**config.mk**
```make
export PLATFORM = sky130hd
export DESIGN_NAME = spi_eep_frontend
export DESIGN_NICKNAME = d
export VERILOG_FILES = /design/src/rtl/spi_eep_frontend.sv
export SDC_FILE = /design/constraint.sdc
export NUM_CORES = 1
export LEC_CHECK = 0
export BUFFER_PORTS_ARGS = -buffer_cell sky130_fd_sc_hd__buf_2
export CELL_PAD_IN_SITES_DETAIL_PLACEMENT = 2
export CELL_PAD_IN_SITES_GLOBAL_PLACEMENT = 2
export CORE_MARGIN = 2
export CORE_UTILIZATION = 31
export DETAILED_ROUTE_END_ITERATION = 8
export PLACE_DENSITY_LB_ADDON = 0.1
export SKIP_LAST_GASP = 1
export SLEW_MARGIN = 5
export SYNTH_ARGS = -nofsm -noshare
export SYNTH_HDL_FRONTEND = slang
export SYNTH_SLANG_ARGS = --single-unit
```
**constraint.sdc**
```tcl
create_clock -name clk -period 1.36 [get_ports clk]
set_input_delay 0.136 -clock clk [delete_from_list [all_inputs] [get_ports clk]]
set_output_delay 0.136 -clock clk [all_outputs]
set_load 0.005 [all_outputs]
```
**src/rtl/spi_eep_frontend.sv**
```systemverilog
module spi_eep_frontend #(
   parameter int SYNC_STAGES = 2
) (
   input  logic       clk,
   input  logic       rst_n,
   input  logic       csn,
   input  logic       sck,
   input  logic       mosi,
   output logic       sel,
   output logic       sck_rise,
   output logic       sck_fall,
   output logic       cs_end,
   output logic       byte_done,
   output logic [7:0] rx_byte,
   output logic [2:0] bit_idx
);

   logic [SYNC_STAGES-1:0] csn_p, sck_p, mosi_p;
   logic csn_s, sck_s, mosi_s, csn_d, sck_d;
   logic [6:0] rx_sh;

   always_ff @(posedge clk or negedge rst_n) begin
      if (!rst_n) begin
         csn_p  <= '1;
         sck_p  <= '0;
         mosi_p <= '0;
         csn_d  <= 1'b1;
         sck_d  <= 1'b0;
      end else begin
         csn_p  <= {csn_p[SYNC_STAGES-2:0], csn};
         sck_p  <= {sck_p[SYNC_STAGES-2:0], sck};
         mosi_p <= {mosi_p[SYNC_STAGES-2:0], mosi};
         csn_d  <= csn_s;
         sck_d  <= sck_s;
      end
   end

   assign csn_s    = csn_p[SYNC_STAGES-1];
   assign sck_s    = sck_p[SYNC_STAGES-1];
   assign mosi_s   = mosi_p[SYNC_STAGES-1];
   assign sel      = ~csn_s;
   assign sck_rise = sel & sck_s & ~sck_d;
   assign sck_fall = sel & ~sck_s & sck_d;
   assign cs_end   = csn_s & ~csn_d;

   always_ff @(posedge clk or negedge rst_n) begin
      if (!rst_n) begin
         bit_idx <= '0;
         rx_sh   <= '0;
      end else if (!sel) begin
         bit_idx <= '0;
      end else if (sck_rise) begin
         bit_idx <= bit_idx + 3'd1;
         rx_sh   <= {rx_sh[5:0], mosi_s};
      end
   end

   assign byte_done = sck_rise && (bit_idx == 3'd7);
   assign rx_byte   = {rx_sh, mosi_s};

endmodule

```
Word-level counts from Yosys, hierarchy flattened
Cells that the tools add are included.
{"block": "word_totals", "ram_bits": 0, "ff_bits": 18, "elab_cells": 23, "latchBits": 0, "n_memories": 0, "romBits": 0}
{"block": "op_classes", "n_eq_ne": 1, "n_reduce_logical": 3, "bitwise_logic": 9, "muxes": 2, "mul": 0, "shifts": 0, "div": 0, "n_addsub": 1, "order_cmp": 0}
{"cell": "$mux 3", "n": 2}
{"cell": "$and 1x1->1", "n": 5}
{"cell": "$not 1->1", "n": 4}
{"cell": "$add 3x1->3 const B", "n": 1}
{"cell": "$eq 3x3->1 const B", "n": 1}
{"cell": "$reduce_and 2->1", "n": 1}
{"cell": "$reduce_bool 2->1", "n": 1}
{"cell": "$logic_and 1x1->1", "n": 1}

Longest topological paths before layout
Gate-level depths: netlist of the first run.
{"block": "logic_depth", "word_depth": 5, "depth_mapped": 4, "ltp_nobuf": 4}

Worst setup path after synthesis of the first run
OpenSTA, ideal clock, no wires.
{"block": "synth_path", "path_type": "register -> register", "startpoint": "register sck_d", "endpoint": "register rx_sh[0]", "arrival_ps": 1029, "slack_ps": 206, "synth_period_minus_slack_ps": 1154, "required_ps": 1235, "stages_incl_launch_ff": 4, "path_cell_list": "dfrtp_1 -> nand2b_4 -> nor2_4 -> mux2_2"}
{"block": "synth_between", "elab_chain_cells": 3}
{"item": "from (decl)", "line": "19", "rtl": "logic csn_s, sck_s, mosi_s, csn_d, sck_d;"}
{"item": "from (signal assigned)", "line": "34", "rtl": "sck_d <= sck_s;"}
{"item": "$not 1->1", "line": "42", "rtl": "assign sck_rise = sel & sck_s & ~sck_d;"}
{"item": "$and 1x1->1", "line": "42"}
{"item": "net sck_rise", "line": "10", "rtl": "output logic sck_rise,"}
{"item": "$reduce_and 2->1 (no source line)"}
{"item": "to (signal assigned)", "line": "54", "rtl": "rx_sh <= {rx_sh[5:0], mosi_s};"}
{"item": "to (decl)", "line": "20", "rtl": "logic [6:0] rx_sh;"}
The timed path passes the listed nets, and every way through them passes these cells.
A chain may end at the register's enable or synchronous reset.

Worst setup path in the final report of the first run
{"block": "layout_path", "startpoint": "register bit_idx[0]", "endpoint": "output byte_done"}
{"block": "layout_between", "elab_chain_cells": 2}
{"item": "from (decl)", "line": "15", "rtl": "output logic [2:0] bit_idx"}
{"item": "from (signal assigned)", "line": "53", "rtl": "bit_idx <= bit_idx + 3'd1;"}
{"item": "$eq 3x3->1", "line": "58", "rtl": "assign byte_done = sck_rise && (bit_idx == 3'd7);"}
{"item": "$logic_and 1x1->1", "line": "58"}
{"item": "to (decl)", "line": "13", "rtl": "output logic byte_done,"}
No other way between the ends.

==> run metrics, run 1 <==
initial antenna violation count 0; critical-path cell list ha_2, ha_4, and3_4, buf_6; Port Buf Inserts 20; layout cells sized above 1 0.6234; Worst-Margin Slew 406.2 ps; post-layout min period 1431 ps; GRT overflow 0; final setup violation count 1; Avg Vias per Cell 4.240; Worst R2R Path Depth 4; first-pass GRT wire length 2511 um; Die Width 50.08 um; PwrDens 1343 mW/mm^2; Finished Core Util 0.4830; Worst-Skew Late Latency 290 ps; drc violations 0; R2R setup slack 70 ps; Wirelength per Cell 12.94 um; Startpoint Class flip-flop; Max Root-Sink Buffers 2; most frequent cells in the layout 19 x buf_2, 15 x dfrtp_1, 7 x mux2_2, 6 x buf_4; Final Hold Fails 0; Critical path origin bit_idx[0]; Yosys reg bits 18; clk slew on worst S/H paths 110 ps; Post-Layout Cell Count 104; Cells after DPL 89; starting density of the core 0.3321; Die Span Y 50.08 um; commonest non-fill, non-tap cell in the layout buf_2; Sink Count 18; crit path kind flip-flop to output pin; syn avg cell area 15.31 sq um; largest family of logic cells by synthesized area multiplexers; vias in the first global route 522; gr usage total 0.1341; Critical Path Slowest Stage Cell dfrtp_1; Peak supply drop 0.7360 mV; total core area 0.001982 sq mm; simple-gate area share of the yosys netlist 0.1065; timing-limited maximum frequency 699.0 MHz; CP arrival 1290 ps; First-pass DRT Iterations 1; period utilization 1.052; Post-Route Skew 6.199 ps; CTS tree yes; Final GP Congestion 0.6928; post-route setup slack -70.56 ps; CP top delay family flip-flops; Post-Synth XOR/XNOR Area 0.01331; die area 0.002508 sq mm; clk root buf clkbuf_4; Critical Path Max Stage Delay 400 ps; placed cell areas 784.5 sq um; Synth Area in Compound Gates 0.01521; final WL 1346 um; Vias 441; RSZ-0062 raised after global routing yes; HPWL Detailed 884.9 um; area grow syn2layout 45.44%; r2r startpoint sck_d; Post-Syn Area 658.1 sq um; CP required 1220 ps; worst path bufs/invs 1; row count 16; outcome finished with violations; FF-to-FF End rx_sh[4]; mux share of post-synthesis cell area 0.1198; final-stage net count 85; Mapped Nets 50; Post-Route Setup TNS -70.56 ps; Max Cap Viol 0; Netlist cell types 15; adder-cell share of the synthesized area 0.03802; Worst slew margin 0.7292; post-synthesis sequential area ratio 0.6901; Ports 21; H-tree lvl count 1; Slew Limit Fails 0; CP max FO 2; violated checks negative setup slack; Mapped Cells 43; Final Hold Slack 293.1 ps; cts bufs inserted 3; Synth Warn # 0; Leak 0.4678 nW; Setup crit end kind output pin; fin area 957.2 sq um; Antenna diodes 0; Iter 0 DRT Violations 0; antenna viol nets, final 0; Min-Delay Path Class input pin to asynchronous set/reset pin; largest net degree at the start of global routing 19
area by class of cell:
| cell class | instances | area [sq um] |
|---|---|---|
| Fill cell | 190 | 1025 |
| Multi-Input combinational cell | 23 | 217.7 |
| Timing Repair Buffer | 31 | 211.5 |
| Inverter | 1 | 3.754 |
| Clock buffer | 4 | 36.28 |
| Tap cell | 27 | 33.78 |
| Sequential cell | 18 | 454.2 |
repair_timing:
item | in CTS | in global routing
pin swaps | 3 | 1
resized for setup | 4 | 2
setup buffers | 7 | 0
hold buffers | 4 | 0
hold endpoints to repair | 18 | 0
endpoints found under the setup margin | 3 | 3
sequential cells by signal, summed over array words and instances, names as in the netlist:
name     count
bit_idx      3
csn_d        1
csn_p        2
mosi_p       2
rx_sh        7
sck_d        1
sck_p        2
cells by family after synthesis:
| group | Yosys count |
|---|---|
| xor gates and xnor gates | 1 |
| adders and majority gates | 2 |
| DFF | 18 |
| AOI/OAI and AO/OA | 2 |
| buffers and inverters | 2 |
| muxes | 7 |
| and+or+nand+nor | 11 |
where the power goes:
part / switching [mW] / internal, mW / leakage (nW)
clock: 0.161 / 0.163 / 0.0210
combinational: 0.0983 / 0.162 / 0.229
sequential: 0.0625 / 0.638 / 0.217
total: 0.322 / 0.963 / 0.468
routing by layer:
layer	share of wire	GRT usage	vias up
li1	-	-	211
met1	0.43	0.1673	219
met2	0.53	0.2346	11
met3	0.037	0.02121	0
met4	0	0.04167	0
met5	0	0	-
worst register-to-register path, cell delays in order, from the launching register on:
cell      delay, ps
dfrtp_1         400
nand2b_4        160
nor2_4          160
buf_4           140
mux2_2          320
Yosys cell counts:
| cell | number | share of area |
|---|---|---|
| xnor2_1 | 1 | 0.013 |
| inv_1 | 1 | 0.0057 |
| nand2_1 | 4 | 0.023 |
| and3_1 | 1 | 0.0095 |
| dfrtp_1 | 15 | 0.57 |
| and2b_2 | 1 | 0.013 |
| buf_4 | 1 | 0.011 |
| nor2_1 | 2 | 0.011 |
| nor2_4 | 1 | 0.017 |
| dfstp_2 | 3 | 0.12 |
| nor3b_1 | 1 | 0.011 |
| nand2b_4 | 1 | 0.021 |
| a21oi_1 | 2 | 0.015 |
| mux2_2 | 7 | 0.12 |
| ha_1 | 2 | 0.038 |
through the flow:
step           total power [mW]  worst slack (ps)
2_1_floorplan            0.8155             205.9
3_3_place_gp             0.9428             151.1
3_5_place_dp             0.9501             141.8
4_1_cts                   1.302            -72.85
5_1_grt                   1.376            -126.9
6_report                  1.285            -70.56
worst max path at each step:
| stage | end | cells after the start | slack (ps) |
|---|---|---|---|
| after floorplan | rx_sh[0] | 3 | 210 |
| after global placement | rx_sh[6] | 3 | 150 |
| after detailed placement | rx_sh[4] | 3 | 140 |
| after CTS | byte_done | 4 | -70 |
| after global routing | byte_done | 4 | -130 |
| final | byte_done | 4 | -70 |
Note: power is estimated with default switching activity, not from simulation.
==> run 2, diff against run 1 <==
--- a/config.mk
+++ b/config.mk
@@ -11,7 +11,8 @@
 export CORE_MARGIN = 2
 export CORE_UTILIZATION = 31
 export DETAILED_ROUTE_END_ITERATION = 8
-export PLACE_DENSITY_LB_ADDON = 0.1
+export PLACE_DENSITY_LB_ADDON = 0.25
+export SETUP_SLACK_MARGIN = 0.4
 export SKIP_LAST_GASP = 1
 export SLEW_MARGIN = 5
 export SYNTH_ARGS = -nofsm -noshare
==> run 2 against run 1 <==
- critical endpoint unchanged
- clock skew is essentially flat
- worst setup slack lost 50 ps
- sequential power grew 1%
- combinational power rose by 100%
- core utilization rose by 10 points
- wire length is 82% higher
- the run still ends with negative setup slack left
==> run metrics, run 2 (synthesized netlist as in run 1, its figures left out) <==
PwrDens 1362 mW/mm^2 (+1.4%); antenna viol nets, final 0 (unchanged); vias in the first global route 613 (+17%); Leak 0.5968 nW (+28%); r2r startpoint sck_p[1]; Worst-Skew Late Latency 300 ps (about the same); most frequent cells in the layout 18 x buf_2, 15 x dfrtp_1, 15 x buf_4, 11 x buf_6, 7 x mux2_4; Post-Route Skew 6.155 ps (-0.04430 ps); timing-limited maximum frequency 675.3 MHz (-3.4%); die area 0.002508 sq mm (unchanged); gr usage total 0.1913 (+0.05712); starting density of the core 0.3321 (unchanged); Peak supply drop 0.9538 mV (+30%); Cells after DPL 89 (unchanged); final setup violation count 1 (unchanged); switching portion of total power 0.2849 (+0.03466); clk slew on worst S/H paths 110 ps (about the same); total core area 0.001982 sq mm (unchanged); Avg Vias per Cell 4.446 (+4.9%); # fillers 179 (-5.8%); Clk pwr share 0.214 (-0.038); row count 16 (unchanged); cts bufs inserted 3 (unchanged); initial antenna violation count 0 (unchanged); Worst-Margin Slew 416.2 ps (+9.992 ps); HPWL Detailed 846 um (-4.4%); Port Buf Inserts 20 (unchanged); period utilization 1.089 (+0.03701); layout cells sized above 1 0.7447 (+0.1213); Iter 0 DRT Violations 2 (+2); CP max FO 2 (unchanged); crit path kind flip-flop to output pin; violated checks negative setup slack; First-pass DRT Iterations 4 (+3); post-route setup slack -120.9 ps (-50.33 ps); first-pass GRT wire length 3381 um (+35%); Slew Limit Fails 0 (unchanged); Post-Layout Cell Count 121 (+16%); post-layout min period 1481 ps (+50.33 ps); Die Span Y 50.08 um (unchanged); combinational power share 0.336 (+0.133); largest net degree at the start of global routing 19 (unchanged); CP arrival 1340 ps (+50 ps); Sequential Power Share 0.450 (-0.095); Worst R2R Path Depth 5 (+1); Top reg by flops rx_sh; commonest non-fill, non-tap cell in the layout buf_2; Setup crit end kind output pin; Min-Delay Path Class input pin to asynchronous set/reset pin; area grow syn2layout 76.05%; NetSw 0.4495 mW (+40%); Internal Power 1.128 mW (+17%); CP required 1220 ps (about the same); H-tree lvl count 1 (unchanged); Sink Count 18 (unchanged); Antenna diodes 0 (unchanged); Final Hold Fails 0 (unchanged); Max Cap Viol 0 (unchanged); Final GP Congestion 0.6636 (-4.2%); outcome finished with violations; Critical path origin bit_idx[0]; Ports 21 (unchanged); final-stage net count 102 (+20%); Worst slew margin 0.7225 (-0.006661); Final Power 1.578 mW (+23%); GRT overflow 0 (unchanged); Startpoint Class flip-flop; R2R setup slack 40 ps (-30 ps); Post-Route Setup TNS -120.9 ps (-50.33 ps); biggest regs rx_sh (7), bit_idx (3); final WL 2452 um (+82%); Vias 538 (+22%); max reg flops 7 (unchanged); FF-to-FF End rx_sh[0]; Wirelength per Cell 20.26 um (+57%); clk root buf clkbuf_4; post-place setup slack 136.3 ps (-5.570 ps); Max Root-Sink Buffers 2 (unchanged); Die Width 50.08 um (unchanged); fin area 0.001159 sq mm (+21%); RSZ-0062 raised after global routing yes; placed cell areas 789.5 sq um (+0.64%); CTS tree yes; drc violations 0 (unchanged)
==> run 2: cell count changes in the layout (fill, tap and decap cells not counted), moves of 2 or more <==
cell,delta
buf_6,+10
buf_4,+9
mux2_2,-7
mux2_4,+7
nor2_1,-2
nor2_2,+2
==> run 2: critical path, cell delays in order (launching register included) <==
cell and delay (ps):
dfrtp_1 420, ha_2 190, ha_2 170, and3_1 150
buf_2 120
==> run 2: power by group through the flow <==
stage	clock (mW)	sequential (mW)	combinational [mW]
3_3_place_gp	0	0.715	0.225
6_report	0.337	0.710	0.530
2_1_floorplan	0	0.716	0.0996
4_1_cts	0.335	0.687	0.459
5_1_grt	0.375	0.721	0.568
3_5_place_dp	0	0.718	0.231
==> run 2: area by class of cell <==
type | instances | area (sq um) | share of cell area
sequential | 18 | 454.2 | 0.3920
timing repair buffer | 48 | 366.6 | 0.3164
multi-input combinational | 23 | 264.0 | 0.2279
clock buffer | 4 | 36.28 | 0.03132
tap | 27 | 33.78 | 0.02916
inverter | 1 | 3.754 | 0.003240
==> run 2: worst max path at each step <==
stage                end  slack, ps  depth (start not counted)
2_1_floorplan   rx_sh[0]        210                          3
3_3_place_gp    rx_sh[6]        160                          3
3_5_place_dp    rx_sh[4]        140                          3
4_1_cts        byte_done        -70                          4
5_1_grt        byte_done       -180                          4
6_report       byte_done       -120                          4
==> run 2: layer usage <==
metal / wire [um] / up-vias / part of all wire / track usage
met1: 953 / 273 / 0.39 / 0.2218
met2: 1372 / 17 / 0.56 / 0.3618
met4: 53 / 0 / 0.022 / 0.04167
met3: 74 / 4 / 0.030 / 0.03030
li1: - / 244 / - / -
met5: 0 / - / 0 / 0
==> run 2: per-stage QoR <==
step,utilization,hold WS (ps)
after floorplan,-,-159.6
after global placement,0.3984,87.60
after detailed placement,0.3984,90.19
after CTS,0.5436,297.9
after global routing,0.5846,331.5
final,0.5846,322.1
==> run 2: repair_timing <==
item,4_1_cts,5_1_grt
setup buffers,20,4
endpoints found under the hold margin,18,0
resized for setup,16,11
hold buffers,4,0
pin swaps,3,4
setup endpoints to repair,25,26
==> run 3, diff against run 2 <==
--- a/config.mk
+++ b/config.mk
@@ -9,7 +9,8 @@
 export CELL_PAD_IN_SITES_DETAIL_PLACEMENT = 2
 export CELL_PAD_IN_SITES_GLOBAL_PLACEMENT = 2
 export CORE_MARGIN = 2
-export CORE_UTILIZATION = 31
+export CORE_UTILIZATION = 34
+export CTS_BUF_LIST = sky130_fd_sc_hd__clkbuf_2 sky130_fd_sc_hd__clkbuf_4 sky130_fd_sc_hd__clkbuf_8
 export DETAILED_ROUTE_END_ITERATION = 8
 export PLACE_DENSITY_LB_ADDON = 0.25
 export SETUP_SLACK_MARGIN = 0.4
==> run 3 against run 2 <==
- the run now fails in global routing (5_1_grt)
- synthesized cell count is the same
- synthesized area stayed put
==> run metrics, run 3 <==
GR repair worst EP byte_done; Mapped Cells 43 (unchanged); Port Buf Inserts 20 (unchanged); asr flop ratio synth 1.000 (unchanged); largest net degree at the start of global routing 19; most numerous cell in the Yosys netlist dfrtp_1; syn avg cell area 15.31 sq um (unchanged); mux share of post-synthesis cell area 0.1198 (unchanged); Post-Synth XOR/XNOR Area 0.01331 (unchanged); Synth Area in Compound Gates 0.01521 (unchanged); Failed at global routing (5_1_grt); post-place setup slack 117.6 ps (-18.64 ps); clk root buf clkbuf_4; Max Root-Sink Buffers 2 (unchanged); initial antenna violation count 0; Sink Count 18 (unchanged); Err [ERROR DPL-0033] detailed placement checks failed during check placement.; outcome aborted with a tool error; top cells by area in the synthesized netlist dfrtp_1 57%, dfstp_2 12%, mux2_2 12%; starting density of the core 0.3730 (+0.04098); cts bufs inserted 3 (unchanged); Ports 21 (unchanged); Netlist cell types 15 (unchanged); ys flop type dfrtp_1; number of flops mapped to enable cells by yosys 0 (unchanged); Yosys reg bits 18 (unchanged); Final GP Congestion 0.6927 (+4.4%); Die Width 48.00 um (-4.2%); row count 15 (-1); Die Span Y 48.00 um (-4.2%); area leader, netlist dfrtp_1; Mapped Nets 50 (unchanged); H-tree lvl count 1 (unchanged); simple-gate area share of the yosys netlist 0.1065 (unchanged); Synth Warn # 0 (unchanged); largest family of logic cells by synthesized area multiplexers; Post-Syn Area 658.1 sq um (unchanged); post-synthesis sequential area ratio 0.6901 (unchanged); Yosys top cell area share 0.5703 (unchanged); Commonest cells post-synth 15 x dfrtp_1, 7 x mux2_2, 4 x nand2_1; HPWL Detailed 897.8 um (+6.1%); Worst EP kind top-level output; adder-cell share of the synthesized area 0.03802 (unchanged)
-- run 3: logic make-up after synthesis --
| family | count (synthesis) |
|---|---|
| flip-flops | 18 |
| multiplexers | 7 |
| AND/OR/NAND/NOR | 11 |
| XOR/XNOR | 1 |
| AO/OA/AOI/OAI | 2 |
| adder cells (fa/ha/maj) | 2 |
| buffers and inverters | 2 |
-- run 3: what timing repair did --
action	in CTS
hold endpoints to repair	18
gates resized for setup	15
setup buffers	18
pin swaps	2
hold buffers	4
endpoints found under the setup margin	25
-- run 3: metrics by stage --
step                      utilization  cell area, sq um  instances  hold WS [ps]
after detailed placement       0.4461             787.0         87         81.51
after floorplan                     -             663.1         43        -159.6
after global placement         0.4461             787.0         87         79.70
after CTS                      0.6050              1067        113         287.4
==> run 4, diff against run 3 <==
==> config.mk (replaced) <==
export PLATFORM = sky130hd
export DESIGN_NAME = spi_eep_frontend
export DESIGN_NICKNAME = d
export VERILOG_FILES = /design/src/rtl/spi_eep_frontend.sv
export SDC_FILE = /design/constraint.sdc
export NUM_CORES = 1
export LEC_CHECK = 0
export BUFFER_PORTS_ARGS = -buffer_cell sky130_fd_sc_hd__buf_2
export CORE_AREA = 2 2 63 65
export DETAILED_ROUTE_END_ITERATION = 8
export DIE_AREA = 0 0 65 67
export PLACE_DENSITY_LB_ADDON = 0.15
export SKIP_LAST_GASP = 1
export SLEW_MARGIN = 5
export SYNTH_ARGS = -nofsm -noshare
export SYNTH_HDL_FRONTEND = slang
export SYNTH_SLANG_ARGS = --single-unit
==> run 4 against run 3 <==
- the flow now finishes without violations
==> run metrics, run 4 (synthesized netlist as in run 1, its figures left out) <==
Ports 21 (unchanged); cts bufs inserted 3 (unchanged); area grow syn2layout 48.29%; period utilization 0.9950; final WL 1179 um; Port Buf Inserts 20 (unchanged); total core area 0.003606 sq mm; CP arrival 1220 ps; Top reg by flops rx_sh; Vias 419; timing-limited maximum frequency 739.0 MHz; fin area 975.9 sq um; Worst-Margin Slew 413.3 ps; biggest regs rx_sh (7), bit_idx (3); Leak 0.4595 nW; Post-Route Skew 3.220 ps; H-tree lvl count 1 (unchanged); RSZ-0062 raised after global routing yes; first-pass GRT wire length 1966 um; row count 22 (+7); post-place setup slack 138.7 ps (+21.09 ps); PwrDens 1422 mW/mm^2; vias in the first global route 423; Worst-Skew Late Latency 250 ps; post-layout min period 1353 ps; commonest non-fill, non-tap cell in the layout buf_2; Internal Power 1.055 mW; Final Hold Fails 0; outcome complete, no violations; Min-Delay Path Class input pin to asynchronous set/reset pin; Die Width 65 um (+35%); Sink Count 18 (unchanged); combinational power share 0.181; Max Root-Sink Buffers 2 (unchanged); Antenna diodes 0; gr usage total 0.06212; Wirelength per Cell 9.664 um; max reg flops 7; clk slew on worst S/H paths 70 ps; # fillers 376; Avg Vias per Cell 3.434; Final GP Congestion 0.6642 (-4.1%); Clk pwr share 0.311; Finished Core Util 0.2706; CP max FO 2; NetSw 0.3326 mW; largest net degree at the start of global routing 19; layout cells sized above 1 0.6081; final setup violation count 0; Final Hold Slack 344.8 ps; crit path kind flip-flop to output pin; post-route setup slack 6.818 ps; final-stage net count 82; starting density of the core 0.1825 (-0.1905); Sequential Power Share 0.509; antenna viol nets, final 0; Post-Route Setup TNS 0 ps; switching portion of total power 0.2398; Setup crit end kind output pin; Startpoint Class flip-flop; HPWL Detailed 823 um (-8.3%); CP required 1220 ps; die area 0.004355 sq mm; Worst slew margin 0.7245; GRT overflow 0; initial antenna violation count 0; Slew Limit Fails 0; most frequent cells in the layout 19 x buf_2, 14 x dfrtp_1, 7 x mux2_2; drc violations 0; Iter 0 DRT Violations 5; Die Span Y 67 um (+40%); clk root buf clkbuf_8; placed cell areas 810.8 sq um (+3.0%); Peak supply drop 0.7251 mV; CTS tree yes; Max Cap Viol 0; First-pass DRT Iterations 2
## run 4: area by class of cell
| cell class | count | area [sq um] | share of cell area |
|---|---|---|---|
| Inverter | 1 | 3.754 | 0.003846 |
| Sequential cell | 18 | 455.4 | 0.4667 |
| Tap cell | 48 | 60.06 | 0.06154 |
| Multi-Input combinational cell | 23 | 212.7 | 0.2179 |
| Clock buffer | 4 | 55.05 | 0.05641 |
| Timing Repair Buffer | 28 | 188.9 | 0.1936 |
## run 4: repair_timing
item	in CTS	in global routing
hold buffers	4	0
pin swaps	2	1
endpoints found under the hold margin	18	0
gates cloned	0	0
buffers inserted	3	1
gates resized for setup	2	4
endpoints found under the setup margin	1	2
## run 4: path summary, 6_finish.rpt
| kind | start | to | slack, ps | cells after the start |
|---|---|---|---|---|
| setup / recovery | bit_idx[0] | byte_done | 7 | 4 |
| hold / removal | rst_n | mosi_p[1] | 340 | 2 |
| setup reg to reg | sck_d | rx_sh[0] | 150 | 3 |
| hold reg to reg | sck_p[0] | sck_p[1] | 350 | 0 |
| max in group asynchronous | rst_n | csn_d | 690 | 2 |
| min in group clk | sck_p[0] | sck_p[1] | 350 | 0 |
## run 4: metal layers
layer,routed length [um],track usage,part of all wire,vias up
met5,0,0,0,-
met4,11,0.02394,0.0093,0
met3,82,0.03547,0.070,2
met2,525,0.08892,0.45,15
met1,559,0.07637,0.47,198
li1,-,-,-,204
## run 4: critical path, stage by stage, from the launching register on
cell	delay, ps
dfrtp_1	380
ha_2	200
ha_4	150
and3_4	140
buf_6	100
## run 4: through the flow
stage               instances  power [mW]
global route              122       1.485
floorplan                  43      0.8155
finish                    122       1.387
global placement          110      0.9489
CTS                       121       1.416
detailed placement        110      0.9493
## run 4: power by group through the flow
stage / sequential (mW) / clock, mW / combinational [mW]
6_report: 0.706 / 0.431 / 0.251
5_1_grt: 0.723 / 0.481 / 0.281
4_1_cts: 0.707 / 0.454 / 0.255
3_5_place_dp: 0.720 / 0 / 0.229
3_3_place_gp: 0.719 / 0 / 0.230
2_1_floorplan: 0.716 / 0 / 0.0994
